==> config.mk <==
export PLATFORM = sky130hd
export DESIGN_NAME = burst_addr_seq
export DESIGN_NICKNAME = d
export VERILOG_FILES = /design/src/rtl/bas_pkg.sv /design/src/rtl/bas_load_ctrl.sv /design/src/rtl/bas_offset_gen.sv /design/src/rtl/bas_upper_reg.sv /design/src/rtl/burst_addr_seq.sv
export SDC_FILE = /design/constraint.sdc
export NUM_CORES = 1
export LEC_CHECK = 0
export BUFFER_PORTS_ARGS = -buffer_cell sky130_fd_sc_hd__buf_2
export CAP_MARGIN = 20
export CELL_PAD_IN_SITES_DETAIL_PLACEMENT = 0
export CELL_PAD_IN_SITES_GLOBAL_PLACEMENT = 1
export CORE_MARGIN = 10
export CORE_UTILIZATION = 35
export CTS_BUF_LIST = sky130_fd_sc_hd__clkbuf_8 sky130_fd_sc_hd__clkbuf_16
export CTS_CLUSTER_DIAMETER = 100
export DETAILED_ROUTE_END_ITERATION = 10
export GPL_ROUTABILITY_DRIVEN = 0
export PLACE_DENSITY_LB_ADDON = 0.1
export SLEW_MARGIN = 20
export SYNTH_ARGS = -nofsm -noshare
export SYNTH_HDL_FRONTEND = slang
export SYNTH_SLANG_ARGS = --single-unit
export TNS_END_PERCENT = 1
==> constraint.sdc <==
create_clock -name clk -period 1.7 [get_ports clk]
set_input_delay 0.085 -clock clk [delete_from_list [all_inputs] [get_ports clk]]
set_output_delay 0.085 -clock clk [all_outputs]
set_load 0.01 [all_outputs]
==> src/rtl/bas_pkg.sv <==
package bas_pkg;
  localparam int OFF_W = 2;

  typedef enum logic {
    ORDER_LINEAR      = 1'b0,
    ORDER_INTERLEAVED = 1'b1
  } burst_order_e;

  function automatic logic [OFF_W-1:0] burst_offset(
    input burst_order_e     order,
    input logic [OFF_W-1:0] start,
    input logic [OFF_W-1:0] step
  );
    if (order == ORDER_INTERLEAVED) return start ^ step;
    return start + step;
  endfunction
endpackage

==> src/rtl/bas_load_ctrl.sv <==
module bas_load_ctrl (
  input  logic clk,
  input  logic rst_n,
  input  logic proc_strb_i,
  input  logic ctrl_strb_i,
  input  logic ce_i,
  input  logic ce2_i,
  input  logic ce3_i,
  output logic load_o,
  output logic cs_valid_o,
  output logic cs_valid_dly_o
);
  logic all_ce;
  logic proc_take;
  logic ctrl_take;
  logic cs_q;
  logic cs_dly_q;

  assign all_ce    = ce_i & ce2_i & ce3_i;
  // processor strobe wins whenever it is present
  assign proc_take = proc_strb_i & ce_i;
  assign ctrl_take = ctrl_strb_i & ~proc_strb_i & all_ce;
  assign load_o    = proc_take | ctrl_take;

  always_ff @(posedge clk) begin
    if (!rst_n) begin
      cs_q     <= 1'b0;
      cs_dly_q <= 1'b0;
    end else begin
      if (proc_take)      cs_q <= all_ce;
      else if (ctrl_take) cs_q <= 1'b1;
      cs_dly_q <= cs_q;
    end
  end

  assign cs_valid_o     = cs_q;
  assign cs_valid_dly_o = cs_dly_q;

  // with primary enable low nothing may change the select flag
  p_ce_low_hold_r3: assert property (@(posedge clk) disable iff (!rst_n)
    !ce_i |=> $stable(cs_valid_o));

  // controller strobe with a missing enable leaves the flag alone
  p_ctrl_gated_r4: assert property (@(posedge clk) disable iff (!rst_n)
    (ctrl_strb_i && !proc_strb_i && !(ce_i && ce2_i && ce3_i)) |=> $stable(cs_valid_o));

  // a rise of the flag is mirrored one cycle later
  p_dly_follow_r11: assert property (@(posedge clk) disable iff (!rst_n)
    $rose(cs_valid_o) |=> cs_valid_dly_o);
endmodule

==> src/rtl/bas_offset_gen.sv <==
module bas_offset_gen
  import bas_pkg::*;
(
  input  logic             clk,
  input  logic             rst_n,
  input  logic             load_i,
  input  logic             adv_i,
  input  logic             mode_i,
  input  logic [OFF_W-1:0] start_i,
  output logic [OFF_W-1:0] off_o
);
  logic [OFF_W-1:0] start_q;
  logic [OFF_W-1:0] step_q;
  burst_order_e     order_q;
  logic             active_q;

  always_ff @(posedge clk) begin
    if (!rst_n) begin
      start_q  <= '0;
      step_q   <= '0;
      order_q  <= ORDER_LINEAR;
      active_q <= 1'b0;
    end else if (load_i) begin
      start_q  <= start_i;
      step_q   <= '0;
      order_q  <= burst_order_e'(mode_i);
      active_q <= 1'b1;
    end else if (adv_i && active_q) begin
      step_q <= step_q + OFF_W'(1);
    end
  end

  assign off_o = burst_offset(order_q, start_q, step_q);

  // a linear advance moves the offset up by one, modulo the offset range
  p_linear_step_r6: assert property (@(posedge clk) disable iff (!rst_n)
    (!load_i && adv_i && active_q && order_q == ORDER_LINEAR)
      |=> off_o == $past(off_o) + OFF_W'(1));

  // an interleaved advance always changes the offset
  p_inter_moves_r7: assert property (@(posedge clk) disable iff (!rst_n)
    (!load_i && adv_i && active_q && order_q == ORDER_INTERLEAVED)
      |=> off_o != $past(off_o));

  // before the first capture the offset stays at its reset value
  p_idle_zero_r12: assert property (@(posedge clk) disable iff (!rst_n)
    (!active_q && !load_i) |=> off_o == '0);
endmodule

==> src/rtl/bas_upper_reg.sv <==
module bas_upper_reg #(
  parameter int W = 16
) (
  input  logic         clk,
  input  logic         rst_n,
  input  logic         load_i,
  input  logic [W-1:0] d_i,
  output logic [W-1:0] q_o
);
  always_ff @(posedge clk) begin
    if (!rst_n)      q_o <= '0;
    else if (load_i) q_o <= d_i;
  end

  // upper bits only move on a capture
  p_upper_still_r6: assert property (@(posedge clk) disable iff (!rst_n)
    !load_i |=> $stable(q_o));
endmodule

==> src/rtl/burst_addr_seq.sv <==
module burst_addr_seq
  import bas_pkg::*;
#(
  parameter int ADDR_W = 18
) (
  input  logic              clk,
  input  logic              rst_n,
  input  logic [ADDR_W-1:0] addr_i,
  input  logic              proc_strb_i,
  input  logic              ctrl_strb_i,
  input  logic              adv_i,
  input  logic              mode_i,
  input  logic              ce_i,
  input  logic              ce2_i,
  input  logic              ce3_i,
  output logic [ADDR_W-1:0] addr_o,
  output logic              cs_valid_o,
  output logic              cs_valid_dly_o
);
  localparam int UP_W = ADDR_W - OFF_W;

  logic             load;
  logic [OFF_W-1:0] off;
  logic [UP_W-1:0]  upper;

  bas_load_ctrl u_load (
    .clk            (clk),
    .rst_n          (rst_n),
    .proc_strb_i    (proc_strb_i),
    .ctrl_strb_i    (ctrl_strb_i),
    .ce_i           (ce_i),
    .ce2_i          (ce2_i),
    .ce3_i          (ce3_i),
    .load_o         (load),
    .cs_valid_o     (cs_valid_o),
    .cs_valid_dly_o (cs_valid_dly_o)
  );

  bas_offset_gen u_off (
    .clk     (clk),
    .rst_n   (rst_n),
    .load_i  (load),
    .adv_i   (adv_i),
    .mode_i  (mode_i),
    .start_i (addr_i[OFF_W-1:0]),
    .off_o   (off)
  );

  bas_upper_reg #(.W(UP_W)) u_up (
    .clk    (clk),
    .rst_n  (rst_n),
    .load_i (load),
    .d_i    (addr_i[ADDR_W-1:OFF_W]),
    .q_o    (upper)
  );

  assign addr_o = {upper, off};

  // an enabled processor strobe presents the captured address next cycle
  p_proc_load_r2: assert property (@(posedge clk) disable iff (!rst_n)
    (proc_strb_i && ce_i) |=> addr_o == $past(addr_i));

  // suspend holds the whole address
  p_suspend_hold_r9: assert property (@(posedge clk) disable iff (!rst_n)
    (!(proc_strb_i && ce_i) && !(ctrl_strb_i && ce_i && ce2_i && ce3_i) && !adv_i)
      |=> $stable(addr_o));
endmodule

==> key figures, run 1 <==
Outcome
  – Outcome: complete, no violations

Placed design
  – Port bufs: 46
  – Post-DP Area: 1230 um2
  – Post-placement cell count: 176
  – Dpl hpwl: 1750 um

Critical path
  – Worst Path Arrival: 1.19 ns
  – Slowest-stage cell, CP: dfxtp_1
  – Reg2reg path depth: 3
  – Critical Path RT: 1.62 ns
  – Setup crit end kind: output port
  – CP startpoint kind: flip-flop
  – Cell Chain, Critical Path: ha_1, nor2b_1, xnor2_1, buf_2
  – Crit-path max cell delay: 0.37 ns
  – Critical Path Fanout Max: 3
  – Critical path class: reg2out

Drt
  – DR pass1 iterations: 2
  – Routed WL: 2290 um
  – Residual DRC: 0
  – Final ANT Viol Nets: 0
  – Vias/cell: 4.58
  – Average wire per standard cell: 12.8 um
  – Initial DRC count: 48
  – DR vias: 820

Clock tree
  – # resized after CTS: 0
  – CTS Sinks: 24
  – Post-CTS setup buffers: 0
  – # H-tree levels: 1
  – Num CTS Buffers: 3
  – Clk Latency, worst-skew pair: 0.26 ns
  – Clk buf depth: 2
  – CTS tree: built
  – Reg clk slew, reported paths: 0.08 ns
  – CTS root buffer: clkbuf_8
  – Hold-fix buffers at CTS: 0

Min path
  – Hold Path Cell Cnt: 3
  – Min-Delay Path Class: in2reg

STA
  – Crit path time final: 1.28 ns
  – Final Skew: 0.00235 ns
  – Setup TNS: 0 ns
  – Slew @ Worst Pin: 0.649 ns
  – Slew headroom: 56.7%
  – Slew Limit Fails: 0
  – RSZ-0062 raised after global routing: false
  – Fin. Hold Viols: 0
  – Final period util: 75.1%
  – Final setup violation count: 0
  – Max Fclk: 783 MHz

Floorplan
  – # rows: 19
  – Core area: 2780 um2
  – Die Width: 74.2 um
  – I/O Pins: 47
  – Die Area: 5500 um2
  – Initial Util: 36.9%
  – Die height: 74.2 um

Logic synthesis
  – Cells taking the most area after synthesis: dfxtp_1 47%, mux2i_1 19%, nand2_1 15%
  – Syn_nets: 134
  – Most frequent cell after synthesis: nand2_1
  – Area of the mapped netlist: 1030 um2
  – Register area share after synthesis: 46.8%
  – Post-Synthesis Cells: 106
  – Cell accounting for the most synthesized area: dfxtp_1
  – Commonest cells in the netlist: 41 x nand2_1, 24 x dfxtp_1, 19 x mux2i_1
  – Main synth FF type: dfxtp_1
  – Distinct cells, synth: 17
  – Syn avg cell area: 9.69 um2
  – Post-synthesis async set-or-reset flop share: 0%
  – Yosys reg bits: 24
  – Number of enable flip-flop cells after synthesis: 0
  – Synth top area share: 46.8%
  – Syn. warnings: 0

Global route
  – Largest net degree at the start of global routing: 44
  – Tot GR Track Use: 8.42%
  – Grt ovf: 0
  – Initial antenna violation count: 0
  – First-pass GRT wire length: 3660 um
  – Number of global-route vias before repair: 801

Final layout
  – Design Area, Final: 1270 um2
  – Layout cells sized above 1: 35.8%
  – Final net count: 178
  – Post-Layout Cell Count: 179
  – FF+latch area: 480 um2
  – Multi-input combinational cell area: 482 um2
  – Area growth syn-to-layout: 23.9%
  – # diodes: 0
  – Fillers: 289

Power and ir drop
  – P_leak: 0.619 nW
  – Worst VDD drop: 0.000387 V
  – Power density cells: 869 nW/um2

Run
  – MaxCap Viol Count: 0
[path summary, 6_finish.rpt]
| kind | startpoint | to | slack [ns] |
|---|---|---|---|
| setup / recovery | u_off.step_q[0] | addr_o[1] | 0.42 |
| setup reg to reg | u_off.active_q | u_off.step_q[1] | 0.86 |
| hold reg to reg | u_up.q_o[5] | u_up.q_o[5] | 0.46 |
| hold / removal | addr_i[13] | u_up.q_o[11] | 0.06 |
[per-stage QoR]
stage / worst slack, ns / util (%) / hold WS (ns) / power [mW]
2_1_floorplan: 0.769 / - / 0.227 / 0.732
3_3_place_gp: 0.721 / 44.3 / 0.332 / 0.785
3_5_place_dp: 0.700 / 44.3 / 0.342 / 0.789
4_1_cts: 0.404 / 45.7 / 0.0535 / 1.12
5_1_grt: 0.306 / 45.7 / 0.0577 / 1.16
6_report: 0.423 / 45.7 / 0.0565 / 1.11
[kinds of logic after synthesis]
group | Yosys count | synth area share (%)
DFF | 24 | 46.8
xor gates and xnor gates | 4 | 3.41
muxes | 19 | 18.5
adders and majority gates | 1 | 1.22
buffers and inverters | 7 | 6.33
AOI/OAI and AO/OA | 3 | 2.31
and+or+nand+nor | 48 | 21.4
[power by group]
group | internal (mW) | switching (mW)
Combinational | 0.0766 | 0.0845
Clock | 0.158 | 0.177
Sequential | 0.594 | 0.0161
Total | 0.829 | 0.277
[area by class of cell]
class,instances,share of cell area [%]
clock buffer,3,3.24
multi-input combinational,75,37.9
timing repair buffer,46,18.1
tap,31,3.05
sequential,24,37.8
[worst max-delay path: cells and delay by family, from the launching register on]
family	cells	cell delay [ns]
flops	1	0.37
fa+ha+maj	1	0.15
simple gates	1	0.15
buf+inv	1	0.14
xor+xnor	1	0.12
[sequential cells by signal (all words and copies together), names as in the netlist]
signal and count:
u_off.start_q 2, u_load.cs_valid_dly_o 1, u_up.q_o 16, u_load.cs_valid_o 1, u_off.step_q 2, u_off.order_q 1
u_off.active_q 1
[layer usage]
metal | wire length (um) | GRT usage [%] | up-vias
met1 | 906 | 8.96 | 363
met4 | 38 | 3.73 | 0
met2 | 1170 | 14.2 | 21
met5 | 0 | 0 | -
li1 | - | - | 432
met3 | 179 | 3.59 | 4
[layout by cell type (no fill, tap or decap)]
cell type / instances
a21boi_0: 1
and2_1: 1
buf_2: 46
clkbuf_8: 3
dfxtp_1: 24
ha_1: 1
mux2i_1: 19
nand2_1: 41
nand2_4: 1
nand3_1: 1
nand4_2: 1
nor2b_1: 1
nor3b_2: 2
o2111ai_1: 1
o21a_1: 1
xnor2_1: 2
xor2_1: 2
No activity file was read; power rests on OpenSTA's default activity.
==> run 2, diff against run 1 <==
Settings changed: CORE_UTILIZATION 35 to 33.
Clock period 1.7 ns to 1.2 ns, I/O delays scaled along.
==> run 2 against run 1 <==
Effect of this change:
- the run now ends with negative setup slack left
- hold slack lost 0.026 ns
- cell count grew 9.5%
- sequential power is 42% higher
- sequential share of layout area down 2.0 points
- non-clock buffer count is 3 higher
- clock-buffer cell count up 1
==> key figures, run 2 (synthesized netlist as in run 1, its figures left out) <==
Outcome
  – Outcome: finished, violations left
  – Failing checks: negative setup slack

Global route
  – First-pass GRT wire length: 3800 um (+3.9%)
  – Initial antenna violation count: 0 (unchanged)
  – Grt ovf: 0 (unchanged)
  – Number of global-route vias before repair: 850 (+6.1%)
  – Tot GR Track Use: 8.42% (about the same)
  – Largest net degree at the start of global routing: 44 (unchanged)

STA
  – Final setup violation count: 1 (+1)
  – Final hold slack: 0.0301 ns (-0.0264 ns)
  – Crit path time final: 1.22 ns
  – RSZ-0062 raised after global routing: true
  – Final setup margin: -0.0178 ns (-0.441 ns)
  – Slew headroom: 74.3% (+18 points)
  – Final period util: 101%
  – Final Skew: 0.000650 ns (-0.00170 ns)
  – Setup TNS: -0.0178 ns (-0.0178 ns)
  – Slew Limit Fails: 0 (unchanged)
  – Max Fclk: 821 MHz
  – Fin. Hold Viols: 0 (unchanged)
  – Slew @ Worst Pin: 0.385 ns (-0.264 ns)

Drt
  – Residual DRC: 0 (unchanged)
  – Final ANT Viol Nets: 0 (unchanged)
  – DR pass1 iterations: 4 (+2)
  – Routed WL: 2300 um (about the same)
  – Vias/cell: 4.23 (-7.6%)
  – Initial DRC count: 33 (-31%)
  – DR vias: 830 (+1.2%)
  – Average wire per standard cell: 11.7 um (-8.6%)

Placed design
  – Dpl hpwl: 1720 um (-1.9%)
  – Port bufs: 46 (unchanged)
  – Pre-CTS WS: 0.225 ns (-0.476 ns)
  – Post-DP Area: 1270 um2 (+2.9%)

Final layout
  – Fillers: 310 (+7.3%)
  – Fin util: 44.6% (-1.2 points)
  – Area growth syn-to-layout: 31.4%
  – Regs by FF count: u_up.q_o: 16 flops, u_off.start_q: 2 flops, u_off.step_q: 2 flops
  – Layout cells sized above 1: 40.1% (+4.3 points)
  – Most frequent cells in the layout: 46 x buf_2, 41 x nand2_1, 22 x dfxtp_1
  – Final net count: 181 (+1.7%)
  – Largest register FFs: 16 (unchanged)
  – Design Area, Final: 1350 um2 (+6.1%)
  – Most common cell after layout, fill and taps aside: buf_2
  – Reg with most FFs: u_up.q_o
  – # diodes: 0 (unchanged)

Floorplan
  – # rows: 20 (+1)
  – Die Area: 5740 um2 (+4.4%)
  – Die Width: 75.8 um (+2.2%)
  – Die height: 75.8 um (+2.2%)
  – Core area: 3030 um2 (+8.9%)
  – I/O Pins: 47 (unchanged)
  – Initial Util: 33.9% (-3.0 points)

Clock tree
  – Num CTS Buffers: 3 (unchanged)
  – # H-tree levels: 1 (unchanged)
  – CTS tree: built
  – CTS root buffer: clkbuf_8
  – Clk Latency, worst-skew pair: 0.26 ns (about the same)
  – CTS Sinks: 24 (unchanged)
  – Reg clk slew, reported paths: 0.08 ns (about the same)
  – Clk buf depth: 2 (unchanged)

Power and ir drop
  – Power density cells: 1220 nW/um2 (+40%)
  – Worst VDD drop: 0.000449 V (+16%)
  – Logic pwr share: 14.7% (about the same)
  – Int Pwr: 1.25 mW (+51%)
  – Switching share of power: 24.0% (-1.1 points)
  – Power share of the sequential group: 52.5% (-2.6 points)
  – P_leak: 0.645 nW (+4.1%)
  – Switching Power: 0.395 mW (+42%)
  – Clock power share: 32.8% (+2.5 points)

Critical path
  – CP startpoint kind: flip-flop
  – Critical Path Fanout Max: 2 (-1)
  – Critical path class: reg2out
  – Critical Path RT: 1.14 ns (-0.48 ns)
  – Setup crit end kind: output port
  – Worst Path Arrival: 1.16 ns (-0.03 ns)

Run
  – MaxCap Viol Count: 0 (unchanged)

Min path
  – Min-Delay Path Class: in2reg
[run 2: cell types whose count changed in the layout (fill, tap and decap cells not counted), sizes merged]
| cell | change |
|---|---|
| clkbuf | +1 |
| buf | +3 |
[run 2: area by class of cell]
cell class / instances / area, um2 / area share [%]
Timing Repair Buffer: 49 / 265 / 19.6
Multi-Input combinational cell: 75 / 492 / 36.4
Sequential cell: 24 / 483 / 35.8
Tap cell: 44 / 55.1 / 4.08
Clock buffer: 4 / 55.1 / 4.08
[run 2: worst paths after layout]
path	startpoint	end	slack [ns]	depth (start not counted)
max	u_off.step_q[0]	addr_o[1]	-0.02	4
min	addr_i[0]	u_off.start_q[0]	0.03	3
max reg2reg	u_off.step_q[0]	u_off.step_q[1]	0.19	5
min reg2reg	u_up.q_o[10]	u_up.q_o[10]	0.46	2
[run 2: timing repair]
action	in CTS	in global routing
setup endpoints to repair	1	1
hold endpoints to repair	0	0
setup buffers	1	1
hold buffers	0	0
resized for setup	4	1
pin swaps	2	2
[run 2: per-stage QoR]
step | instances | power (mW)
global placement | 190 | 1.12
detailed placement | 190 | 1.13
CTS | 195 | 1.68
global route | 196 | 1.74
floorplan | 106 | 1.04
finish | 196 | 1.65
[run 2: power groups by stage]
stage,registers [mW],logic (mW),clock network (mW)
detailed placement,0.883,0.243,0
CTS,0.865,0.247,0.564
global route,0.872,0.273,0.598
finish,0.865,0.243,0.541
floorplan,0.898,0.139,0
global placement,0.881,0.239,0
[run 2: per-layer routing]
metal	track usage, %	share of wire [%]	vias up
met4	3.09	0.70	0
met3	3.78	11	2
met2	14.5	50	22
met1	8.80	39	372
li1	-	-	434
met5	0	0	-
[run 2: critical path: stages, from the launching register on]
cell	delay [ns]
dfxtp_2	0.33
ha_2	0.17
nor2b_4	0.12
xnor2_1	0.13
buf_2	0.15
